`src/rtl/wsv_pkg.sv`:
```
package wsv_pkg;
    localparam int WORD_W = 32;
    localparam int LBL_W  = 8;
    localparam int NUM_LBL = 1 << LBL_W;

    typedef enum logic [2:0] {
        TBL_NOP     = 3'd0,
        TBL_CLR_ALL = 3'd1,
        TBL_SET_ALL = 3'd2,
        TBL_CLR_ONE = 3'd3,
        TBL_SET_ONE = 3'd4,
        TBL_LOAD    = 3'd5
    } tbl_op_e;

    typedef struct packed {
        logic       label_en;
        logic       sd_en;
        logic [1:0] sd_val;
        logic       parity_en;
        logic       flag_sel;
    } cfg_t;
endpackage

```
`src/rtl/wsv_label_table.sv`:
```
module wsv_label_table
    import wsv_pkg::*;
#(
    parameter int NUM = NUM_LBL,
    localparam int AW = $clog2(NUM)
) (
    input  logic           clk,
    input  logic           rst_n,
    input  tbl_op_e        op,
    input  logic [AW-1:0]  addr,
    input  logic [NUM-1:0] load_data,
    output logic [NUM-1:0] bits
);
    typedef struct packed {
        logic [NUM-1:0] bits;
    } tbl_st_t;

    tbl_st_t st_d, st_q;

    always_comb begin
        st_d = st_q;
        case (op)
            TBL_CLR_ALL: st_d.bits = '0;
            TBL_SET_ALL: st_d.bits = '1;
            TBL_CLR_ONE: st_d.bits[addr] = 1'b0;
            TBL_SET_ONE: st_d.bits[addr] = 1'b1;
            TBL_LOAD:    st_d.bits = load_data;
            default:     st_d = st_q;
        endcase
    end

    always_ff @(posedge clk or negedge rst_n) begin
        if (!rst_n) st_q <= '0;
        else        st_q <= st_d;
    end

    assign bits = st_q.bits;


    label_set_chk: assert property (@(posedge clk) disable iff (!rst_n)
        (op == TBL_SET_ONE) |=> bits[$past(addr)]);

    label_clr_chk: assert property (@(posedge clk) disable iff (!rst_n)
        (op == TBL_CLR_ONE) |=> !bits[$past(addr)]);
endmodule

```
`src/rtl/wsv_accept.sv`:
```
module wsv_accept
    import wsv_pkg::*;
(
    input  cfg_t              cfg,
    input  logic              word_valid,
    input  logic [WORD_W-1:0] word,
    input  logic              label_hit,
    output logic              accept,
    output logic [WORD_W-1:0] stored
);
    logic label_ok, sd_ok;

    always_comb begin
        label_ok = !cfg.label_en || label_hit;
        sd_ok    = !cfg.sd_en || (word[LBL_W+1:LBL_W] == cfg.sd_val);
        accept   = word_valid && label_ok && sd_ok;
        stored   = word;
        if (cfg.parity_en) stored[WORD_W-1] = ~^word;
    end
endmodule

```
`src/rtl/wsv_fifo.sv`:
```
module wsv_fifo #(
    parameter int DEPTH = 32,
    parameter int W     = 32,
    localparam int AW = (DEPTH > 1) ? $clog2(DEPTH) : 1,
    localparam int CW = $clog2(DEPTH + 1)
) (
    input  logic         clk,
    input  logic         rst_n,
    input  logic         clr,
    input  logic         wr,
    input  logic [W-1:0] wdata,
    input  logic         rd,
    output logic [W-1:0] rdata,
    output logic         empty,
    output logic         half,
    output logic         full
);
    typedef struct packed {
        logic [AW-1:0] wptr;
        logic [AW-1:0] rptr;
        logic [CW-1:0] cnt;
    } fifo_st_t;

    fifo_st_t      st_d, st_q;
    logic [W-1:0]  mem_q [DEPTH];
    logic          mem_we;
    logic [AW-1:0] mem_addr;
    logic          is_full, is_empty, pop, push_new;

    function automatic logic [AW-1:0] ptr_inc(input logic [AW-1:0] p);
        return (p == AW'(DEPTH - 1)) ? '0 : p + AW'(1);
    endfunction

    function automatic logic [AW-1:0] ptr_dec(input logic [AW-1:0] p);
        return (p == '0) ? AW'(DEPTH - 1) : p - AW'(1);
    endfunction

    always_comb begin
        st_d     = st_q;
        is_full  = (st_q.cnt == CW'(DEPTH));
        is_empty = (st_q.cnt == '0);
        pop      = rd && !is_empty && !clr;
        push_new = wr && !clr && (!is_full || pop);
        mem_we   = wr && !clr;
        mem_addr = st_q.wptr;
        if (clr) begin
            st_d = '0;
        end else begin
            if (wr && is_full && !pop) mem_addr = ptr_dec(st_q.wptr);
            if (push_new) st_d.wptr = ptr_inc(st_q.wptr);
            if (pop)      st_d.rptr = ptr_inc(st_q.rptr);
            st_d.cnt = st_q.cnt + CW'(push_new) - CW'(pop);
        end
    end

    always_ff @(posedge clk or negedge rst_n) begin
        if (!rst_n) st_q <= '0;
        else        st_q <= st_d;
    end

    always_ff @(posedge clk) begin
        if (mem_we) mem_q[mem_addr] <= wdata;
    end

    assign rdata = is_empty ? '0 : mem_q[st_q.rptr];
    assign empty = is_empty;
    assign full  = is_full;
    assign half  = (st_q.cnt >= CW'(DEPTH / 2));


    count_bound_chk: assert property (@(posedge clk) disable iff (!rst_n)
        st_q.cnt <= CW'(DEPTH));

    overwrite_hold_chk: assert property (@(posedge clk) disable iff (!rst_n)
        (full && wr && !rd && !clr) |=> (full && $stable(st_q.rptr)));

    full_both_chk: assert property (@(posedge clk) disable iff (!rst_n)
        (full && wr && rd && !clr) |=> full);

    clr_empty_chk: assert property (@(posedge clk) disable iff (!rst_n)
        clr |=> empty);

    empty_rd_chk: assert property (@(posedge clk) disable iff (!rst_n)
        (empty && rd && !wr && !clr) |=> (empty && rdata == '0));
endmodule

```
`src/rtl/word_sieve.sv`:
```
module word_sieve
    import wsv_pkg::*;
#(
    parameter int DEPTH = 32
) (
    input  logic                clk,
    input  logic                rst_n,
    input  logic                mreset,
    input  logic                cfg_label_en,
    input  logic                cfg_sd_en,
    input  logic [1:0]          cfg_sd_val,
    input  logic                cfg_parity_en,
    input  logic                cfg_flag_sel,
    input  logic                word_valid,
    input  logic [WORD_W-1:0]   word_data,
    input  logic                rd_en,
    output logic [WORD_W-1:0]   rd_data,
    input  logic [2:0]          tbl_op,
    input  logic [LBL_W-1:0]    tbl_addr,
    input  logic [NUM_LBL-1:0]  tbl_load_data,
    output logic [NUM_LBL-1:0]  tbl_rd_data,
    output logic                st_empty,
    output logic                st_half,
    output logic                st_full,
    output logic                irq_flag
);
    cfg_t              cfg;
    logic [NUM_LBL-1:0] tbl_bits;
    logic              wr_acc;
    logic [WORD_W-1:0] wr_word;

    always_comb begin
        cfg.label_en  = cfg_label_en;
        cfg.sd_en     = cfg_sd_en;
        cfg.sd_val    = cfg_sd_val;
        cfg.parity_en = cfg_parity_en;
        cfg.flag_sel  = cfg_flag_sel;
    end

    wsv_label_table #(.NUM(NUM_LBL)) u_table (
        .clk       (clk),
        .rst_n     (rst_n),
        .op        (tbl_op_e'(tbl_op)),
        .addr      (tbl_addr),
        .load_data (tbl_load_data),
        .bits      (tbl_bits)
    );

    wsv_accept u_accept (
        .cfg        (cfg),
        .word_valid (word_valid),
        .word       (word_data),
        .label_hit  (tbl_bits[word_data[LBL_W-1:0]]),
        .accept     (wr_acc),
        .stored     (wr_word)
    );

    wsv_fifo #(.DEPTH(DEPTH), .W(WORD_W)) u_fifo (
        .clk   (clk),
        .rst_n (rst_n),
        .clr   (mreset),
        .wr    (wr_acc),
        .wdata (wr_word),
        .rd    (rd_en),
        .rdata (rd_data),
        .empty (st_empty),
        .half  (st_half),
        .full  (st_full)
    );

    assign tbl_rd_data = tbl_bits;
    assign irq_flag    = cfg.flag_sel ? st_full : st_empty;


    label_gate_chk: assert property (@(posedge clk) disable iff (!rst_n)
        (wr_acc && cfg_label_en) |-> tbl_rd_data[word_data[LBL_W-1:0]]);

    sd_gate_chk: assert property (@(posedge clk) disable iff (!rst_n)
        (wr_acc && cfg_sd_en) |-> (word_data[LBL_W+1:LBL_W] == cfg_sd_val));

    all_pass_chk: assert property (@(posedge clk) disable iff (!rst_n)
        (word_valid && !cfg_label_en && !cfg_sd_en) |-> wr_acc);

    parity_bit_chk: assert property (@(posedge clk) disable iff (!rst_n)
        (wr_acc && cfg_parity_en) |-> (wr_word[WORD_W-1] == ~^word_data));

    discard_quiet_chk: assert property (@(posedge clk) disable iff (!rst_n)
        (word_valid && !wr_acc && !rd_en && !mreset)
        |=> ($stable({st_empty, st_half, st_full}) && $stable(rd_data)));
endmodule

```
`config.mk`:
```
export PLATFORM = sky130hd
export DESIGN_NAME = word_sieve
export DESIGN_NICKNAME = d
export VERILOG_FILES = /design/src/rtl/wsv_pkg.sv /design/src/rtl/wsv_label_table.sv /design/src/rtl/wsv_accept.sv /design/src/rtl/wsv_fifo.sv /design/src/rtl/word_sieve.sv
export SDC_FILE = /design/constraint.sdc
export NUM_CORES = 2
export LEC_CHECK = 0
export ABC_AREA = 1
export BUFFER_PORTS_ARGS = -buffer_cell sky130_fd_sc_hd__clkbuf_2
export CORE_MARGIN = 1.5
export CORE_UTILIZATION = 40
export DETAILED_ROUTE_END_ITERATION = 10
export GPL_TIMING_DRIVEN = 0
export PLACE_DENSITY_LB_ADDON = 0.1
export SLEW_MARGIN = 30
export SYNTH_ARGS = -nofsm -noshare
export SYNTH_HDL_FRONTEND = slang
export SYNTH_SLANG_ARGS = --single-unit
```
`constraint.sdc`:
```
create_clock -name clk -period 6.3 [get_ports clk]
set_input_delay 0.63 -clock clk [delete_from_list [all_inputs] [get_ports clk]]
set_output_delay 0.63 -clock clk [all_outputs]
set_load 0.03 [all_outputs]
```
==> flow_metrics.env <==
export IMPL_synth_area_leaders="edfxtp_1 50%, dfrtp_1 11%, o21ai_0 11%, nor2_1 5.2%, inv_1 3.7%"
export IMPL_critPathMaxFanout=10
export IMPL_hold_viol=0
export IMPL_grt_pass1_wl_mm=421.3
export IMPL_clock_fmax_mhz=159.3
export IMPL_synth_nets=6569
export IMPL_yosysSeqAreaShare=0.6155
export IMPL_drc_errors=0
export IMPL_ys_ff_latch=1296
export IMPL_required_ns=5.67
export IMPL_vias=56591
export IMPL_cp_end_kind="primary output"
export IMPL_cts_buffers=147
export IMPL_hp_class="input pin to flip-flop"
export IMPL_core_sq_um=151700
export IMPL_area_growth_pct=20.29
export IMPL_vias_per_cell=6.137
export IMPL_dr_pass1_iters=9
export IMPL_synthTopCellsByCount="1286 x o21ai_0, 1024 x edfxtp_1, 846 x nor2_1, 594 x inv_1, 527 x nand2_1"
export IMPL_synth_top_area_share=0.5040
export IMPL_power_switching_share=0.3592
export IMPL_cts_htree_levels=4
export IMPL_min_period_ns=6.277
export IMPL_wl_mm=309.0
export IMPL_die_x_microns=393.6
export IMPL_vdd_drop_max_mv=0.2333
export IMPL_power_density_nw_per_um2=333.0
export IMPL_setup_viol=0
export IMPL_grt_usage=0.3879
export IMPL_ys_async_sr_fraction=0.2099
export IMPL_path_class="flip-flop to primary output"
export IMPL_synth_area_sq_um=61020
export IMPL_syn_avg_cell_area_sq_um=9.775
export IMPL_drive_gt1_frac=0.1408
export IMPL_nNetsFinal=7394
export IMPL_seqPwrFrac=0.398
export IMPL_outcome="finished, final reports clean"
export IMPL_initial_core_util=0.4021
export IMPL_antenna_found_initial=31
export IMPL_synthDistinctLibCells=39
export IMPL_tightest_slew_ns=1.143
export IMPL_grt_pass1_vias=52935
export IMPL_postRouteAntennaNets=0
export IMPL_p_leak_nw=27.72
export IMPL_die_area_sq_um=154900
export IMPL_grt_max_degree=69
export IMPL_syn_inst=6242
export IMPL_die_h_microns=393.6
export IMPL_clockBufferDepth=3
export IMPL_cts_sinks=1296
export IMPL_power_share_combinational=0.254
export IMPL_clk_latency_ns=0.81
export IMPL_io_pins=602
export IMPL_drv_cap=0
export IMPL_rsz0062_at_grt="no"
export IMPL_r2r_slack_ns=1.54
export IMPL_cts_clk_slew_worst_paths_ns=0.06
export IMPL_arrival_ns=5.65
export IMPL_p_total_mw=24.44
export IMPL_cts_root_buffer="clkbuf_16"
export IMPL_place_congestion=1.032
export IMPL_p_sw_mw=8.780
export IMPL_yosysMostFrequentCell="o21ai_0"
export IMPL_skew_ns=0.03669
export IMPL_cts_tree="done"
export IMPL_synth_top_area_cell="edfxtp_1"
export IMPL_nFillCells=14660
export IMPL_internal_power_mw=15.66
export IMPL_grt_overflow=0
export IMPL_p_clk_frac=0.348
export IMPL_row_count=143
export IMPL_cts_resized=0
export IMPL_synth_edf_count=1024
export IMPL_relSlewSlack=0.2380
export IMPL_synth_ff_type="edfxtp_1"
export IMPL_cts_setup_buffers=0
export IMPL_dp_hpwl_mm=228.7
export IMPL_first_iter_violations=7778
export IMPL_startpoint_type="flip-flop"
export IMPL_slew_violations=0
export IMPL_post_drt_wl_per_cell_microns=33.51
export IMPL_tns_ns=0
export IMPL_yosysWarnings=0
export IMPL_fin_crit_sh=0.9964
export IMPL_portBuffers=601
==> worst paths after layout <==
path                                           end  cells after the start               from
min in group asynchronous         u_table.bits[14]                      2              rst_n
worst max-delay path                    rd_data[1]                     10     u_fifo.st_q[6]
worst max register to register  u_fifo.mem_q[8][1]                     18  u_table.bits[133]
worst min-delay path                u_fifo.st_q[0]                      2             mreset
worst min register to register     u_fifo.st_q[14]                      2    u_fifo.st_q[14]
max in group asynchronous        u_table.bits[184]                      4              rst_n
==> kinds of logic (layout without fill, tap and decap cells) <==
family | count (synthesis) | count (layout) | synth area share
other | 0 | 11 | 0
and+or+nand+nor | 1563 | 1563 | 0.1008
buffers and inverters | 1092 | 2031 | 0.06950
xor gates and xnor gates | 32 | 32 | 0.004593
AOI/OAI and AO/OA | 2242 | 2242 | 0.2059
adders and majority gates | 17 | 17 | 0.003609
DFF | 1296 | 1296 | 0.6155
==> sequential cells by signal, summed over array words and instances (netlist names) <==
| signal | count |
|---|---|
| u_fifo.mem_q | 1024 |
| u_fifo.st_q | 16 |
| u_table.bits | 256 |
==> final cells by class <==
type	instances	area (sq um)	area share
Multi-Input combinational cell	3854	19520	0.2659
Tap cell	2030	2540	0.03461
Clock buffer	192	3949	0.05380
Clock inverter	71	709.4	0.009666
Buffer	482	1976	0.02692
Timing Repair Buffer	676	4831	0.06582
Antenna cell	11	27.53	0.0003750
Sequential cell	1296	37560	0.5117
Inverter	610	2290	0.03120
==> per-stage QoR <==
stage	worst slack, ns	cells	instance area, sq um	utilization	hold slack [ns]
2_1_floorplan	2.096	6242	61020	-	0.3344
3_3_place_gp	-2.389	8873	66560	0.4387	0.5732
3_5_place_dp	0.3076	8945	68660	0.4525	0.5707
4_1_cts	0.1844	9209	73330	0.4833	0.05370
5_1_grt	0.06859	9211	73370	0.4835	0.08557
6_report	0.02271	9222	73390	0.4837	0.09753
==> timing repair <==
| action | 4_1_cts | 5_1_grt |
|---|---|---|
| endpoints found under the setup margin | 0 | 0 |
| endpoints found under the hold margin | 27 | 0 |
| hold buffers | 1 | 0 |
==> layer usage <==
metal	track usage	vias to the layer above	part of all wire
li1	-	23846	-
met1	0.5069	28061	0.38
met2	0.5857	3856	0.44
met3	0.09363	814	0.11
met4	0.2312	14	0.069
met5	0	-	0.00031
==> layout by cell type, fill, tap and decap left out, drive strengths merged, types with 7 or more instances in the layout <==
cell type  synthesis  layout
bufinv             0       7
xnor2             26      26
diode              0      11
edfxtp          1024    1024
o22ai            195     195
a21oi            402     402
o221ai           220     220
nand3            167     167
a31oi             48      48
buf               70     147
o211ai            37      37
clkbuf           412    1202
o311ai             8       8
o21ai           1310    1310
ha                16      16
a221oi            15      15
inv              600     607
nor2             852     852
clkinv            10      63
dfrtp            272     272
nand2            532     532
==> power by group through the flow <==
| stage | logic [mW] | clock network [mW] | registers [mW] |
|---|---|---|---|
| after floorplan | 2.99 | 0 | 10.0 |
| after global placement | 5.93 | 0 | 9.90 |
| after detailed placement | 6.04 | 0 | 9.89 |
| after CTS | 6.06 | 8.53 | 9.72 |
| after global routing | 6.51 | 8.84 | 9.72 |
| final | 6.21 | 8.50 | 9.73 |
==> worst max-delay path: stages, from the launching register on <==
cell      delay, ns
dfrtp_1        0.36
buf_2          0.50
buf_2          0.51
buf_2          0.33
clkbuf_1       0.68
clkbuf_1       0.78
nor2_1         0.12
o221ai_1       0.23
nand3_1        0.12
a221oi_1       0.85
clkbuf_2       0.35
Power figures use the tool's default switching activity.
